==> src/rtl/irq_seq_pkg.sv <==
package irq_seq_pkg;
  typedef enum logic [3:0] {
    ST_IDLE,
    ST_E_PREP,
    ST_E_PCH,
    ST_E_PCL,
    ST_E_PS,
    ST_E_VLO,
    ST_E_VHI,
    ST_E_DONE,
    ST_R_PREP,
    ST_R_PS,
    ST_R_PCL,
    ST_R_PCH,
    ST_R_SETTLE,
    ST_R_DONE
  } seq_state_e;

  localparam logic [7:0] STACK_PAGE = 8'h01;
endpackage

==> src/rtl/irq_seq_fsm.sv <==
module irq_seq_fsm
  import irq_seq_pkg::*;
(
  input  logic       clk_i,
  input  logic       rst_ni,
  input  logic       accept_i,
  input  logic       rti_i,
  output seq_state_e state_o,
  output logic       start_entry_o,
  output logic       start_ret_o
);
  seq_state_e state_q, state_d;

  // entry has priority over return when both arrive together
  assign start_entry_o = (state_q == ST_IDLE) && accept_i;
  assign start_ret_o   = (state_q == ST_IDLE) && !accept_i && rti_i;

  always_comb begin
    state_d = state_q;
    unique case (state_q)
      ST_IDLE: begin
        if (start_entry_o)    state_d = ST_E_PREP;
        else if (start_ret_o) state_d = ST_R_PREP;
      end
      ST_E_PREP:   state_d = ST_E_PCH;
      ST_E_PCH:    state_d = ST_E_PCL;
      ST_E_PCL:    state_d = ST_E_PS;
      ST_E_PS:     state_d = ST_E_VLO;
      ST_E_VLO:    state_d = ST_E_VHI;
      ST_E_VHI:    state_d = ST_E_DONE;
      ST_E_DONE:   state_d = ST_IDLE;
      ST_R_PREP:   state_d = ST_R_PS;
      ST_R_PS:     state_d = ST_R_PCL;
      ST_R_PCL:    state_d = ST_R_PCH;
      ST_R_PCH:    state_d = ST_R_SETTLE;
      ST_R_SETTLE: state_d = ST_R_DONE;
      ST_R_DONE:   state_d = ST_IDLE;
      default:     state_d = ST_IDLE;
    endcase
  end

  always_ff @(posedge clk_i or negedge rst_ni) begin
    if (!rst_ni) state_q <= ST_IDLE;
    else         state_q <= state_d;
  end

  assign state_o = state_q;
endmodule

==> src/rtl/irq_seq_ctx.sv <==
module irq_seq_ctx
  import irq_seq_pkg::*;
#(
  parameter int unsigned IDX_W = 3,
  parameter int unsigned I_BIT = 2
) (
  input  logic             clk_i,
  input  logic             rst_ni,
  input  seq_state_e       state_i,
  input  logic             start_entry_i,
  input  logic             start_ret_i,
  input  logic [15:0]      pc_i,
  input  logic [7:0]       sp_i,
  input  logic [7:0]       ps_i,
  input  logic [IDX_W-1:0] vec_idx_i,
  input  logic [7:0]       rdata_i,
  output logic [15:0]      pc_o,
  output logic [7:0]       sp_o,
  output logic [7:0]       ps_o,
  output logic [IDX_W-1:0] vec_idx_o
);
  localparam logic [7:0] I_MASK = 8'(1) << I_BIT;

  logic [15:0]      pc_q;
  logic [7:0]       sp_q, ps_q;
  logic [IDX_W-1:0] idx_q;

  always_ff @(posedge clk_i or negedge rst_ni) begin
    if (!rst_ni) begin
      pc_q  <= '0;
      sp_q  <= '0;
      ps_q  <= '0;
      idx_q <= '0;
    end else if (start_entry_i) begin
      pc_q  <= pc_i;
      sp_q  <= sp_i;
      ps_q  <= ps_i;
      idx_q <= vec_idx_i;
    end else if (start_ret_i) begin
      sp_q <= sp_i;
    end else begin
      unique case (state_i)
        ST_E_PCH, ST_E_PCL: sp_q <= sp_q - 8'd1;
        ST_E_PS: begin
          sp_q <= sp_q - 8'd1;
          ps_q <= ps_q | I_MASK; // set after the original was pushed
        end
        ST_E_VLO: pc_q[7:0]  <= rdata_i;
        ST_E_VHI: pc_q[15:8] <= rdata_i;
        ST_R_PS: begin
          sp_q <= sp_q + 8'd1;
          ps_q <= rdata_i;
        end
        ST_R_PCL: begin
          sp_q      <= sp_q + 8'd1;
          pc_q[7:0] <= rdata_i;
        end
        ST_R_PCH: begin
          sp_q       <= sp_q + 8'd1;
          pc_q[15:8] <= rdata_i;
        end
        default: ;
      endcase
    end
  end

  assign pc_o      = pc_q;
  assign sp_o      = sp_q;
  assign ps_o      = ps_q;
  assign vec_idx_o = idx_q;
endmodule

==> src/rtl/irq_seq_bus.sv <==
module irq_seq_bus
  import irq_seq_pkg::*;
#(
  parameter int unsigned IDX_W   = 3,
  parameter logic [15:0] VEC_TOP = 16'hFFFC
) (
  input  seq_state_e       state_i,
  input  logic [15:0]      pc_i,
  input  logic [7:0]       sp_i,
  input  logic [7:0]       ps_i,
  input  logic [IDX_W-1:0] vec_idx_i,
  output logic [15:0]      addr_o,
  output logic [7:0]       wdata_o,
  output logic             we_o
);
  logic [15:0] vec_lo;
  logic [7:0]  sp_inc;

  assign vec_lo = VEC_TOP - (16'(vec_idx_i) << 1);
  assign sp_inc = sp_i + 8'd1;

  always_comb begin
    addr_o  = '0;
    wdata_o = '0;
    we_o    = 1'b0;
    unique case (state_i)
      ST_E_PCH: begin
        addr_o = {STACK_PAGE, sp_i}; wdata_o = pc_i[15:8]; we_o = 1'b1;
      end
      ST_E_PCL: begin
        addr_o = {STACK_PAGE, sp_i}; wdata_o = pc_i[7:0]; we_o = 1'b1;
      end
      ST_E_PS: begin
        addr_o = {STACK_PAGE, sp_i}; wdata_o = ps_i; we_o = 1'b1;
      end
      ST_E_VLO: addr_o = vec_lo;
      ST_E_VHI: addr_o = vec_lo + 16'd1;
      ST_R_PS, ST_R_PCL, ST_R_PCH: addr_o = {STACK_PAGE, sp_inc};
      default: ;
    endcase
  end
endmodule

==> src/rtl/irq_seq.sv <==
module irq_seq
  import irq_seq_pkg::*;
#(
  parameter int unsigned NUM_SRC = 8,
  parameter int unsigned I_BIT   = 2,
  parameter logic [15:0] VEC_TOP = 16'hFFFC,
  localparam int unsigned IDX_W  = (NUM_SRC > 1) ? $clog2(NUM_SRC) : 1
) (
  input  logic             clk_i,
  input  logic             rst_ni,
  input  logic             accept_i,
  input  logic [IDX_W-1:0] vec_idx_i,
  input  logic             rti_i,
  input  logic [15:0]      pc_i,
  input  logic [7:0]       sp_i,
  input  logic [7:0]       ps_i,
  output logic [15:0]      mem_addr_o,
  output logic [7:0]       mem_wdata_o,
  output logic             mem_we_o,
  input  logic [7:0]       mem_rdata_i,
  output logic [15:0]      pc_o,
  output logic [7:0]       sp_o,
  output logic [7:0]       ps_o,
  output logic             busy_o,
  output logic             done_o
);
  seq_state_e       state;
  logic             start_entry, start_ret;
  logic [15:0]      pc_q;
  logic [7:0]       sp_q, ps_q;
  logic [IDX_W-1:0] idx_q;

  irq_seq_fsm u_fsm (
    .clk_i         (clk_i),
    .rst_ni        (rst_ni),
    .accept_i      (accept_i),
    .rti_i         (rti_i),
    .state_o       (state),
    .start_entry_o (start_entry),
    .start_ret_o   (start_ret)
  );

  irq_seq_ctx #(.IDX_W(IDX_W), .I_BIT(I_BIT)) u_ctx (
    .clk_i         (clk_i),
    .rst_ni        (rst_ni),
    .state_i       (state),
    .start_entry_i (start_entry),
    .start_ret_i   (start_ret),
    .pc_i          (pc_i),
    .sp_i          (sp_i),
    .ps_i          (ps_i),
    .vec_idx_i     (vec_idx_i),
    .rdata_i       (mem_rdata_i),
    .pc_o          (pc_q),
    .sp_o          (sp_q),
    .ps_o          (ps_q),
    .vec_idx_o     (idx_q)
  );

  irq_seq_bus #(.IDX_W(IDX_W), .VEC_TOP(VEC_TOP)) u_bus (
    .state_i   (state),
    .pc_i      (pc_q),
    .sp_i      (sp_q),
    .ps_i      (ps_q),
    .vec_idx_i (idx_q),
    .addr_o    (mem_addr_o),
    .wdata_o   (mem_wdata_o),
    .we_o      (mem_we_o)
  );

  assign pc_o   = pc_q;
  assign sp_o   = sp_q;
  assign ps_o   = ps_q;
  assign busy_o = (state != ST_IDLE);
  assign done_o = (state == ST_E_DONE) || (state == ST_R_DONE);
endmodule

==> config.mk <==
export PLATFORM = sky130hd
export DESIGN_NAME = irq_seq
export DESIGN_NICKNAME = d
export VERILOG_FILES = /design/src/rtl/irq_seq_pkg.sv /design/src/rtl/irq_seq_fsm.sv /design/src/rtl/irq_seq_ctx.sv /design/src/rtl/irq_seq_bus.sv /design/src/rtl/irq_seq.sv
export SDC_FILE = /design/constraint.sdc
export NUM_CORES = 1
export LEC_CHECK = 0
export BUFFER_PORTS_ARGS = -buffer_cell sky130_fd_sc_hd__buf_2
export CORE_MARGIN = 2
export CORE_UTILIZATION = 50
export DETAILED_ROUTE_END_ITERATION = 12
export GPL_ROUTABILITY_DRIVEN = 0
export PLACE_DENSITY_LB_ADDON = 0.1
export SYNTH_ARGS = -nofsm -noshare
export SYNTH_HDL_FRONTEND = slang
export SYNTH_SLANG_ARGS = --single-unit
==> constraint.sdc <==
create_clock -name clk_i -period 2.7 [get_ports clk_i]
set_input_delay 0.54 -clock clk_i [delete_from_list [all_inputs] [get_ports clk_i]]
set_output_delay 0.54 -clock clk_i [all_outputs]
set_load 0.01 [all_outputs]
==> metrics.csv <==
metric,value,unit
achievable clock frequency,388,MHz
crit path time final,2.58,ns
"final std cell area, no fill",3510,um2
Worst R2R Path Depth,5,
Via density,5.88,
fraction of the mapped netlist area in compound gates,20.3,%
source-to-sink clock delay at the later pin of the worst-skew pair,0.29,ns
"Arr. time, crit path",2.04,ns
final number of max-transition violations,0,
core region area,5440,um2
final setup skew,0.00802,ns
asr flop ratio synth,100,%
gate count after technology mapping,296,
endpoint required time on the critical path,2.16,ns
syn_area_per_cell,9.44,um2
setup violators final,0,
static leakage,1.65,nW
TritonCTS clock tree,built,
status,"finished, final reports clean",
worst min-delay path category,in -> async,
largest area contributor in the synthesized netlist,dfrtp_1,
Ant. Diodes,0,
Wirelength per Cell,16.5,um
top area cells in the synthesized netlist,"dfrtp_1 (35%), mux2_2 (15%), a222oi_1 (3.6%)",
RSZ-0062 raised after global routing,false,
cell area after synthesis,2800,um2
number of global-route vias before repair,2495,
Routed Wire Length,7660,um
combinational family with the most area after synthesis,compound AO/OA/AOI/OAI gates,
horizontal extent of the die,78.8,um
worst voltage drop across the vdd grid,0.000682,V
post-synthesis sequential element count,39,
TritonCTS buffer count,5,
"Distinct cells, synth",59,
Reg-to-Reg End,u_ctx.sp_o[6],
count of unresolved DRC violations after routing,0,
row cnt,27,
Die ar.,6200,um2
Crit Path Max Fanout,14,
multiplexer share of the synthesized area,17.4,%
total global routing track utilization,25.0,%
Initial Util,51.4,%
area share of xor/xnor cells in the synthesized design,1.25,%
final net count,441,
area added between synthesis and finish,25.5,%
power per cell area,1330,nW/um2
number of warnings issued by yosys,0,
Port Buffer Count,105,
y dimension of the die,78.8,um
launching element type of the critical path,register,
share of layout cells above drive strength 1,46.7,%
post-DP HPWL,5540,um
max-cap violation count,0,
antenna-violating nets left,0,
clock-pin slew on the worst setup and hold paths,0.08,ns
maximum count of clock buffers along a single path,2,
relative slew slack,39.1,%
Clock Tree Root,clkbuf_8,
Worst-Margin Slew,0.914,ns
portion of the post-synthesis area used by sequential elements,34.9,%
setup slack of the most critical reg-to-reg path,0.48,ns
overall via count from detail_route,2730,
final core occ,64.5,%
antenna violations before repair,0,
"EDFF count, synth",0,
category of the worst setup path capture point,output pin,
origin of the critical flop-to-flop path,u_fsm.state_o[2],
Final Hold Violating Endpoints,0,
Iter 0 DRT Violations,221,
share of the synthesized area in the top cell type,34.9,%
Synth Area in Adders,1.34,%
critical path start-end classification,reg -> out,
total cell area at the placement stage,3360,um2
Hold Worst Slack,0.380,ns
first-pass iteration count of the detailed router,5,
Syn Nets,346,
number of H-tree levels,2,
number of ports placed on the die boundary,106,
global-route congestion overflow total,0,
top flip-flop cell by instance count after synthesis,dfrtp_1,
global-route wire length before repair,12300,um
Simple-Gate Fraction of Synth Area,16.0,%
final cycle utilization of the critical path,95.4,%
pin count of the biggest net entering global routing,40,
CTS Sinks,39,
metal layers:
metal  global-route usage, %  part of all wire, %
met5                       0                    0
met2                    38.7                   47
met1                    36.7                   46
met4                    5.79                 0.94
met3                    4.20                  6.8
synth_stat cells (2+ instances only):
library cell / instances
a2111oi_0: 4
a211o_1: 2
a211oi_1: 3
a21oi_1: 15
a222oi_1: 10
a31oi_1: 4
and3_1: 2
buf_2: 5
buf_4: 8
buf_6: 3
clkbuf_1: 14
dfrtp_1: 39
ha_1: 3
inv_1: 18
mux2_2: 36
mux2i_1: 8
nand2_1: 13
nand2b_1: 3
nand3_1: 7
nor2_1: 21
nor3_1: 11
nor3b_1: 3
nor4_1: 6
nor4b_1: 3
o211ai_1: 3
o21ai_0: 12
o21bai_1: 2
o221a_1: 2
o221ai_1: 2
o22ai_1: 2
or2_2: 2
xnor2_1: 2
xor2_1: 2
kinds of logic (layout without fill, tap and decap cells):
logic type	Yosys count	count (layout)
adder cells (fa/ha/maj)	3	3
AO/OA/AOI/OAI	75	75
AND/OR/NAND/NOR	81	81
buffers and inverters	50	146
multiplexers	44	44
flip-flops	39	39
XOR/XNOR	4	4
worst max-delay path by stage:
stage / start / end / slack [ns] / cells after the start
5_1_grt: u_fsm.state_o[1] / mem_addr_o[1] / 0.01 / 7
3_3_place_gp: u_fsm.state_o[3] / mem_wdata_o[2] / -0.04 / 5
6_report: u_fsm.state_o[1] / mem_addr_o[1] / 0.12 / 7
3_5_place_dp: u_fsm.state_o[3] / mem_wdata_o[1] / -0.12 / 5
4_1_cts: u_fsm.state_o[0] / mem_addr_o[4] / 0.06 / 6
2_1_floorplan: u_fsm.state_o[1] / mem_addr_o[3] / 0.23 / 7
cell usage in the layout, fill, tap and decap left out, types with 2 or more instances in the layout:
cell / count
o21ai_0: 12
nor3b_1: 3
nor2_2: 2
o221ai_1: 2
buf_4: 12
a222oi_1: 10
mux2_2: 36
xor2_1: 2
a31oi_1: 4
inv_1: 18
nor4_1: 6
clkbuf_8: 5
a211oi_1: 3
and3_1: 2
o221a_1: 2
o211ai_1: 3
nor3_1: 10
nor2_1: 19
nor4b_1: 3
or2_2: 2
mux2i_1: 8
dfrtp_1: 35
o21bai_1: 2
ha_1: 3
nand3_1: 7
nand2_1: 12
a21oi_1: 15
o22ai_1: 2
buf_2: 105
a211o_1: 2
dfrtp_2: 4
nand2b_1: 3
a2111oi_0: 4
through the flow:
step | cells | power, mW | setup TNS, ns | worst slack [ns]
after floorplan | 296 | 3.20 | 0 | 0.231
after global placement | 456 | 4.08 | -0.225 | -0.0358
after detailed placement | 456 | 4.13 | -0.853 | -0.125
after CTS | 464 | 4.64 | 0 | 0.0584
after global routing | 464 | 5.05 | 0 | 0.0123
final | 464 | 4.68 | 0 | 0.124
state kept, by name, indices dropped and copies added, names as in the netlist:
signal           flops
u_ctx.pc_o          16
u_ctx.vec_idx_o      3
u_fsm.state_o        4
u_ctx.sp_o           8
u_ctx.ps_o           8
where the power goes:
part	leakage, nW	switching, mW	internal, mW
sequential	0.447	0.392	0.893
clock	0.0581	0.215	0.275
combinational	1.14	1.56	1.34
critical path, cell delays in order (launching register included):
cell	delay (ns)
dfrtp_2	0.50
buf_4	0.23
xnor2_2	0.18
nor2_1	0.06
buf_4	0.17
a222oi_1	0.39
inv_1	0.07
buf_2	0.15
area by class of cell:
cell class | count | area, um2
fill | 484 | 1930
multi-input combinational | 207 | 1610
sequential | 39 | 981
timing repair buffer | 119 | 647
tap | 72 | 90.1
inverter | 19 | 71.3
clock buffer | 5 | 68.8
clock inverter | 3 | 43.8
timing repair:
item | CTS | global route
hold buffers | 0 | 0
pin swaps | 0 | 1
resized for setup | 5 | 6
setup endpoints to repair | 10 | 11
setup buffers | 0 | 0
No activity file was read; power rests on OpenSTA's default activity.
